==> src/rtl/gpio_regif_pkg.sv <==
package gpio_regif_pkg;

   // Register selects produced by the address decoder.
   typedef enum logic [3:0] {
      SEL_NONE,
      SEL_DATA,
      SEL_DIR,
      SEL_SENSE,
      SEL_BOTH,
      SEL_EVENT,
      SEL_MASK,
      SEL_RAW,
      SEL_MIS,
      SEL_CLR,
      SEL_ALT,
      SEL_ID
   } sel_e;

   // Word indices (byte offset >> 2) of the fixed registers.
   localparam logic [9:0] W_DIR   = 10'h100;
   localparam logic [9:0] W_SENSE = 10'h101;
   localparam logic [9:0] W_BOTH  = 10'h102;
   localparam logic [9:0] W_EVENT = 10'h103;
   localparam logic [9:0] W_MASK  = 10'h104;
   localparam logic [9:0] W_RAW   = 10'h105;
   localparam logic [9:0] W_MIS   = 10'h106;
   localparam logic [9:0] W_CLR   = 10'h107;
   localparam logic [9:0] W_ALT   = 10'h108;
   localparam logic [9:0] W_ID_LO = 10'h3F8;

   // Configuration register slots held in the top level array.
   localparam int CFG_DIR   = 0;
   localparam int CFG_SENSE = 1;
   localparam int CFG_BOTH  = 2;
   localparam int CFG_EVENT = 3;
   localparam int CFG_MASK  = 4;
   localparam int CFG_ALT   = 5;
   localparam int NCFG      = 6;

   function automatic sel_e cfg_sel(input int slot);
      case (slot)
         CFG_DIR:   return SEL_DIR;
         CFG_SENSE: return SEL_SENSE;
         CFG_BOTH:  return SEL_BOTH;
         CFG_EVENT: return SEL_EVENT;
         CFG_MASK:  return SEL_MASK;
         default:   return SEL_ALT;
      endcase
   endfunction

   // Identification bytes, one per word of the top page.
   function automatic logic [7:0] id_byte(input logic [2:0] idx);
      case (idx)
         3'd0:    return 8'h61;
         3'd1:    return 8'h10;
         3'd2:    return 8'h14;
         3'd3:    return 8'h00;
         3'd4:    return 8'h0D;
         3'd5:    return 8'hF0;
         3'd6:    return 8'h05;
         default: return 8'hB1;
      endcase
   endfunction

endpackage

==> src/rtl/gpio_regif_dec.sv <==
module gpio_regif_dec
   import gpio_regif_pkg::*;
#(
   parameter int AW    = 12,
   parameter int NPINS = 8
) (
   input  logic [AW-1:0]    addr,
   output sel_e             sel,
   output logic [NPINS-1:0] bitmask,
   output logic [2:0]       id_idx
);

   logic       in_page;
   logic [9:0] word;

   // Variant: a wider bus must have its upper address bits clear to hit the page.
   generate
      if (AW > 12) begin : g_wide
         assign in_page = ~|addr[AW-1:12];
      end else begin : g_exact
         assign in_page = 1'b1;
      end
   endgenerate

   assign word    = addr[11:2];
   assign bitmask = addr[NPINS+1:2];
   assign id_idx  = word[2:0];

   wire unused_byte_lane = ^addr[1:0];

   always_comb begin
      sel = SEL_NONE;
      if (!in_page) begin
         sel = SEL_NONE;
      end else if (word < W_DIR) begin
         sel = SEL_DATA;
      end else if (word >= W_ID_LO) begin
         sel = SEL_ID;
      end else begin
         case (word)
            W_DIR:   sel = SEL_DIR;
            W_SENSE: sel = SEL_SENSE;
            W_BOTH:  sel = SEL_BOTH;
            W_EVENT: sel = SEL_EVENT;
            W_MASK:  sel = SEL_MASK;
            W_RAW:   sel = SEL_RAW;
            W_MIS:   sel = SEL_MIS;
            W_CLR:   sel = SEL_CLR;
            W_ALT:   sel = SEL_ALT;
            default: sel = SEL_NONE;
         endcase
      end
   end

endmodule

==> src/rtl/gpio_regif_data.sv <==
module gpio_regif_data #(
   parameter int NPINS = 8
) (
   input  logic             clk,
   input  logic             rst_n,
   input  logic             wr,
   input  logic [NPINS-1:0] bitmask,
   input  logic [NPINS-1:0] wdata,
   input  logic [NPINS-1:0] dir,
   input  logic [NPINS-1:0] pin_in,
   output logic [NPINS-1:0] data_q
);

   logic [NPINS-1:0] wmask;
   assign wmask = wr ? bitmask : '0;

   // One flop per pin: outputs take masked bus writes, inputs sample the pad.
   generate
      for (genvar i = 0; i < NPINS; i++) begin : g_bit
         always_ff @(posedge clk or negedge rst_n) begin
            if (!rst_n) begin
               data_q[i] <= 1'b0;
            end else if (!dir[i]) begin
               data_q[i] <= pin_in[i];
            end else if (wmask[i]) begin
               data_q[i] <= wdata[i];
            end
         end
      end
   endgenerate

   // an output bit may only change where the access mask selected it.
   a_r2_masked_write : assert property (@(posedge clk) disable iff (!rst_n)
      1'b1 |=> (((data_q ^ $past(data_q)) & $past(dir) & ~$past(wmask)) == '0));

   // input bits mirror the pad value of the previous edge.
   a_r3_input_sample : assert property (@(posedge clk) disable iff (!rst_n)
      1'b1 |=> ((data_q & ~$past(dir)) == ($past(pin_in) & ~$past(dir))));

endmodule

==> src/rtl/gpio_regif_irq.sv <==
module gpio_regif_irq #(
   parameter int NPINS = 8
) (
   input  logic             clk,
   input  logic             rst_n,
   input  logic [NPINS-1:0] set,
   input  logic             clr_we,
   input  logic [NPINS-1:0] clr_val,
   output logic [NPINS-1:0] raw_q
);

   logic [NPINS-1:0] clr_bits;
   assign clr_bits = clr_we ? clr_val : '0;

   always_ff @(posedge clk or negedge rst_n) begin
      if (!rst_n) begin
         raw_q <= '0;
      end else begin
         raw_q <= (raw_q & ~clr_bits) | set;
      end
   end

   // a set pulse always lands, even against a clear of the same bit.
   a_r6_set_wins : assert property (@(posedge clk) disable iff (!rst_n)
      (|set) |=> ((raw_q & $past(set)) == $past(set)));

   // cleared bits without a concurrent set are zero afterwards.
   a_r8_clear_ones : assert property (@(posedge clk) disable iff (!rst_n)
      clr_we |=> ((raw_q & $past(clr_val) & ~$past(set)) == '0));

endmodule

==> src/rtl/gpio_regif.sv <==
module gpio_regif
   import gpio_regif_pkg::*;
#(
   parameter int AW    = 12,
   parameter int DW    = 32,
   parameter int NPINS = 8
) (
   input  logic             clk,
   input  logic             rst_n,
   input  logic             bus_wr,
   input  logic             bus_rd,
   input  logic [AW-1:0]    bus_addr,
   input  logic [DW-1:0]    bus_wdata,
   output logic [DW-1:0]    bus_rdata,
   input  logic [NPINS-1:0] pin_in,
   output logic [NPINS-1:0] pin_out,
   output logic [NPINS-1:0] pin_oe,
   output logic [NPINS-1:0] det_sense,
   output logic [NPINS-1:0] det_both,
   output logic [NPINS-1:0] det_event,
   output logic [NPINS-1:0] alt_sel,
   input  logic [NPINS-1:0] det_set,
   output logic             irq_out
);

   localparam int IDW = 8;

   // Elaboration-time parameter checks.
   generate
      if (AW < 12) begin : g_bad_aw
         $error("gpio_regif: AW must cover a 4 KiB page");
      end
      if (NPINS < 1 || NPINS > 8) begin : g_bad_npins
         $error("gpio_regif: NPINS must be 1..8 for the offset mask");
      end
      if (DW < IDW) begin : g_bad_dw
         $error("gpio_regif: DW must hold an identification byte");
      end
   endgenerate

   sel_e                        sel;
   logic [NPINS-1:0]            bitmask;
   logic [2:0]                  id_idx;
   logic [NCFG-1:0][NPINS-1:0]  cfg_q;
   logic [NPINS-1:0]            data_q;
   logic [NPINS-1:0]            raw_q;
   logic [NPINS-1:0]            mis;
   logic [NPINS-1:0]            wbits;
   logic [DW-1:0]               rd_val;
   logic                        id_wr;

   assign wbits = bus_wdata[NPINS-1:0];
   wire unused_wdata_hi = ^bus_wdata[DW-1:NPINS];

   gpio_regif_dec #(.AW(AW), .NPINS(NPINS)) u_dec (
      .addr    (bus_addr),
      .sel     (sel),
      .bitmask (bitmask),
      .id_idx  (id_idx)
   );

   // Configuration registers, one slot each, written when their select hits.
   generate
      for (genvar k = 0; k < NCFG; k++) begin : g_cfg
         always_ff @(posedge clk or negedge rst_n) begin
            if (!rst_n) begin
               cfg_q[k] <= '0;
            end else if (bus_wr && sel == cfg_sel(k)) begin
               cfg_q[k] <= wbits;
            end
         end
      end
   endgenerate

   gpio_regif_data #(.NPINS(NPINS)) u_data (
      .clk     (clk),
      .rst_n   (rst_n),
      .wr      (bus_wr && sel == SEL_DATA),
      .bitmask (bitmask),
      .wdata   (wbits),
      .dir     (cfg_q[CFG_DIR]),
      .pin_in  (pin_in),
      .data_q  (data_q)
   );

   gpio_regif_irq #(.NPINS(NPINS)) u_irq (
      .clk     (clk),
      .rst_n   (rst_n),
      .set     (det_set),
      .clr_we  (bus_wr && sel == SEL_CLR),
      .clr_val (wbits),
      .raw_q   (raw_q)
   );

   assign mis       = raw_q & cfg_q[CFG_MASK];
   assign irq_out   = |mis;
   assign pin_out   = data_q;
   assign pin_oe    = cfg_q[CFG_DIR];
   assign det_sense = cfg_q[CFG_SENSE];
   assign det_both  = cfg_q[CFG_BOTH];
   assign det_event = cfg_q[CFG_EVENT];
   assign alt_sel   = cfg_q[CFG_ALT];

   // Read multiplexer.
   always_comb begin
      rd_val = '0;
      case (sel)
         SEL_DATA:  rd_val[NPINS-1:0] = data_q & bitmask;
         SEL_DIR:   rd_val[NPINS-1:0] = cfg_q[CFG_DIR];
         SEL_SENSE: rd_val[NPINS-1:0] = cfg_q[CFG_SENSE];
         SEL_BOTH:  rd_val[NPINS-1:0] = cfg_q[CFG_BOTH];
         SEL_EVENT: rd_val[NPINS-1:0] = cfg_q[CFG_EVENT];
         SEL_MASK:  rd_val[NPINS-1:0] = cfg_q[CFG_MASK];
         SEL_ALT:   rd_val[NPINS-1:0] = cfg_q[CFG_ALT];
         SEL_RAW:   rd_val[NPINS-1:0] = raw_q;
         SEL_MIS:   rd_val[NPINS-1:0] = mis;
         SEL_ID:    rd_val[IDW-1:0]   = id_byte(id_idx);
         default:   rd_val = '0;
      endcase
   end

   always_ff @(posedge clk or negedge rst_n) begin
      if (!rst_n) begin
         bus_rdata <= '0;
      end else if (bus_rd) begin
         bus_rdata <= rd_val;
      end
   end

   assign id_wr = bus_wr && sel == SEL_ID;

   // read data only moves on a read strobe.
   a_r11_rdata_hold : assert property (@(posedge clk) disable iff (!rst_n)
      !bus_rd |=> $stable(bus_rdata));

   // a direction write lands its low byte on the output enables.
   a_r4_dir_write : assert property (@(posedge clk) disable iff (!rst_n)
      (bus_wr && sel == SEL_DIR) |=> (pin_oe == $past(wbits)));

   // writes into the identification page leave configuration untouched.
   a_r9_id_readonly : assert property (@(posedge clk) disable iff (!rst_n)
      id_wr |=> $stable(cfg_q));

endmodule

==> config.mk <==
export PLATFORM = sky130hd
export DESIGN_NAME = gpio_regif
export DESIGN_NICKNAME = d
export VERILOG_FILES = /design/src/rtl/gpio_regif_pkg.sv /design/src/rtl/gpio_regif_dec.sv /design/src/rtl/gpio_regif_data.sv /design/src/rtl/gpio_regif_irq.sv /design/src/rtl/gpio_regif.sv
export SDC_FILE = /design/constraint.sdc
export NUM_CORES = 1
export LEC_CHECK = 0
export BUFFER_PORTS_ARGS = -buffer_cell sky130_fd_sc_hd__buf_2
export CORE_UTILIZATION = 35
export CTS_CLUSTER_DIAMETER = 120
export DETAILED_ROUTE_END_ITERATION = 12
export PLACE_DENSITY = 0.67
export SLEW_MARGIN = 25
export SYNTH_ARGS = -nofsm -noshare
export SYNTH_HDL_FRONTEND = slang
export SYNTH_SLANG_ARGS = --single-unit
==> constraint.sdc <==
create_clock -name clk -period 2.6 [get_ports clk]
set_clock_uncertainty 0.2 [all_clocks]
set_input_delay 0.26 -clock clk [delete_from_list [all_inputs] [get_ports clk]]
set_output_delay 0.26 -clock clk [all_outputs]
set_load 0.02 [all_outputs]
==> results.md <==
* Power share of the combinational group at 11.8%
* Flops & latches, synth at 72
* Placed cells at 629
* Post-CTS Setup Inserts at 0
* First-pass GRT wire length at 20.2 mm
* H-tree Lvls at 3
* Drt via density at 5.34
* Critical Path End: irq_out
* Via Count at 3533
* Core area at 12000 µm²
* Final Max Tran Viols at 0
* Residual DRC at 0
* Initial Util at 35.9%
* WL/cell at 20.0 µm
* GRT Resource Usage Total at 21.6%
* Startpoint of the worst hold path: bus_wdata[6]
* First-pass DRT Iterations at 4
* Total CTS buffers at 9
* R2R setup slack at 0.64 ns
* P per Cell Area at 522 nW/µm²
* WP data required at 2.14 ns
* Initial antenna violation count at 0
* Syn avg cell area at 10.5 µm²
* CTS sink cnt at 72
* Number of port buffers at 94
* Row Count at 40
* Largest net degree at the start of global routing at 35
* Switching power at 681 µW
* Setup crit start kind: flip-flop
* Root Driver: clkbuf_16
* IO Count at 145
* Min-Delay Path Class: input port to flip-flop
* Syn Inst Count at 408
* R2R Path Start: det_sense[5]$_DFFE_PN0P_
* Switching share of total power at 24.8%
* Die Ht at 113 µm
* CTS tree: built
* Gr ovfl total at 0
* Syn. warnings at 0
* Routability Congestion at 0.921
* Worst slew margin at 48.6%
* Critical setup path kind: flip-flop to primary output
* Worst slew pin tran at 0.769 ns
* Clock transition at the registers of the reported paths at 0.06 ns
* Async SR Flop Fraction at 100%
* Vias in the first global route at 3517
* Die Footprint at 12700 µm²
* Clock network power share at 46.1%
* CP Launch Point: u_irq.raw_q[6]$_DFF_PN0_
* Post-synth EDFFs at 0
* F_max at 0.457 GHz
* Antenna Violating Nets Remaining at 0
* Sequential area share after synthesis at 42.0%
* Fin. Hold Viols at 0
* HPWL after DPL at 9.91 mm
* Clock Tree Buf Depth at 2
* MaxCap Viol Count at 0
* Area delta synth->final at 22.4%
* Clock period minus final worst setup slack at 2.19 ns
* Clk_lat worst skew at 0.34 ns
* R2r endpoint: bus_rdata[5]$_DFFE_PN0P_
* CP arrival at 1.73 ns
* Post-Syn Area at 4290 µm²
* Seq pwr share at 42.1%
* Setup TNS at 0 ns
* Worst IR Drop VDD at 0.217 mV
* # setup viols final at 0
* CP max FO at 4
* Yosys cell types at 67
* Ys flop type: dfrtp_1
* Leak pwr at 0.00261 µW
* Crit end category: primary output
* Antenna Cells at 0
* Nets at 574
* P_int at 2060 µW
* Outcome: finished, final reports clean
* Worst reg-to-reg path cell count at 5
* Die Span X at 113 µm
* DRT iter0 DRCs at 287
* Share of cells above drive strength 1 at 41.1%
* RSZ-0062 raised after global routing: no
* WL final at 13.2 mm
* Final Instance Count excl. Fillers at 661
* Final period utilization at 84.1%
worst min path at each step:
stage                                               to  cells past startpoint
final                         u_irq.raw_q[6]$_DFF_PN0_                      3
after detailed placement  u_data.data_q[7]$_DFFE_PN0P_                      1
after global routing             pin_oe[3]$_DFFE_PN0P_                      2
after global placement         det_both[7]$_DFFE_PN0P_                      1
after CTS                     u_irq.raw_q[6]$_DFF_PN0_                      3
after floorplan                 alt_sel[0]$_DFFE_PN0P_                      0
power groups by stage:
stage               registers (µW)  clock network (µW)  logic (µW)
detailed placement            1180                   0         303
CTS                           1160                1290         323
finish                        1160                1270         323
global route                  1160                1330         349
floorplan                     1180                   0         185
global placement              1170                   0         299
layout by cell type, fill, tap and decap left out, types with 3 or more instances in the layout:
cell type and n:
a21o_1 9, a21oi_1 14, a22oi_1 3, a31oi_1 5, a32oi_1 8, and2_1 3
and3_1 4, buf_2 94, buf_4 35, clkbuf_16 9, clkbuf_8 3, conb_1 24
dfrtp_1 72, dlygate4sd3_1 17, inv_1 4, mux2_2 53, mux2i_1 13, nand2_1 37
nand2b_1 3, nand3_1 7, nand3_2 3, nand4_1 5, nor2_1 18, nor2b_1 8
nor4_1 5, o21ai_0 4, o2bb2ai_1 5
flip-flops by register name (all words and copies together), names as in the netlist:
| register | cells |
|---|---|
| alt_sel | 8 |
| bus_rdata | 8 |
| cfg_q | 8 |
| det_both | 8 |
| det_event | 8 |
| det_sense | 8 |
| pin_oe | 8 |
| u_data.data_q | 8 |
| u_irq.raw_q | 8 |
cells by family (layout without fill, tap and decap cells):
family,after synthesis,in the layout,synth area share [%]
other,1,24,0.0874
buffers and inverters,84,167,13.2
AOI/OAI and AO/OA,73,73,12.9
DFF,72,72,42.0
and+or+nand+nor,110,110,14.2
xor gates and xnor gates,1,1,0.204
muxes,67,67,17.5
layout make-up:
cell class                 count  area (µm²)
sequential                    72        1800
clock buffer                  12         267
timing repair buffer         147         923
inverter                       5        18.8
fill                        1169        6710
tap                          147         184
multi-input combinational    275        2020
clock inverter                 3        40.0
synthesized netlist by cell type (5+ instances only):
cell       instances  area [µm²]
a21o_1             9        67.6
a21oi_1           14        70.1
a31oi_1            5        31.3
a32oi_1            8        70.1
buf_4             64         480
clkbuf_1          10        37.5
dfrtp_1           72        1800
mux2_2            53         597
mux2i_1           13         130
nand2_1           37         139
nand3_1            7        35.0
nand4_1            5        31.3
nor2_1            18        67.6
nor2b_1            8        50.1
nor4_1             5        31.3
o2bb2ai_1          5        43.8
metal layers:
metal | track usage (%) | vias to the layer above | part of all wire, % | wire [µm]
li1 | - | 1612 | - | -
met1 | 29.3 | 1733 | 43 | 5720
met2 | 33.1 | 158 | 46 | 6080
met3 | 4.98 | 30 | 7.5 | 988
met4 | 9.33 | 0 | 3.2 | 420
met5 | 0 | - | 0 | 0
metrics by stage:
stage | worst slack, ns | hold WS [ns] | total power, µW | area (µm²) | utilization [%]
after floorplan | 0.432 | -0.236 | 1370 | 4380 | -
after global placement | 0.0912 | 0.00699 | 1470 | 4770 | 39.9
after detailed placement | 0.143 | 0.00557 | 1480 | 4780 | 39.9
after CTS | 0.390 | 0.0495 | 2770 | 5250 | 43.9
after global routing | 0.310 | 0.0717 | 2840 | 5250 | 43.9
final | 0.413 | 0.0563 | 2740 | 5250 | 43.9
repair_timing:
action                    in CTS  in global routing
hold buffers                  17                  0
resized for setup              0                  0
hold endpoints to repair      32                  0
critical path: stages, from the launching register on:
cell	delay, ns
dfrtp_1	0.41
a22o_1	0.25
a221oi_1	0.36
nand4_1	0.17
buf_2	0.19
Power figures use the tool's default switching activity.
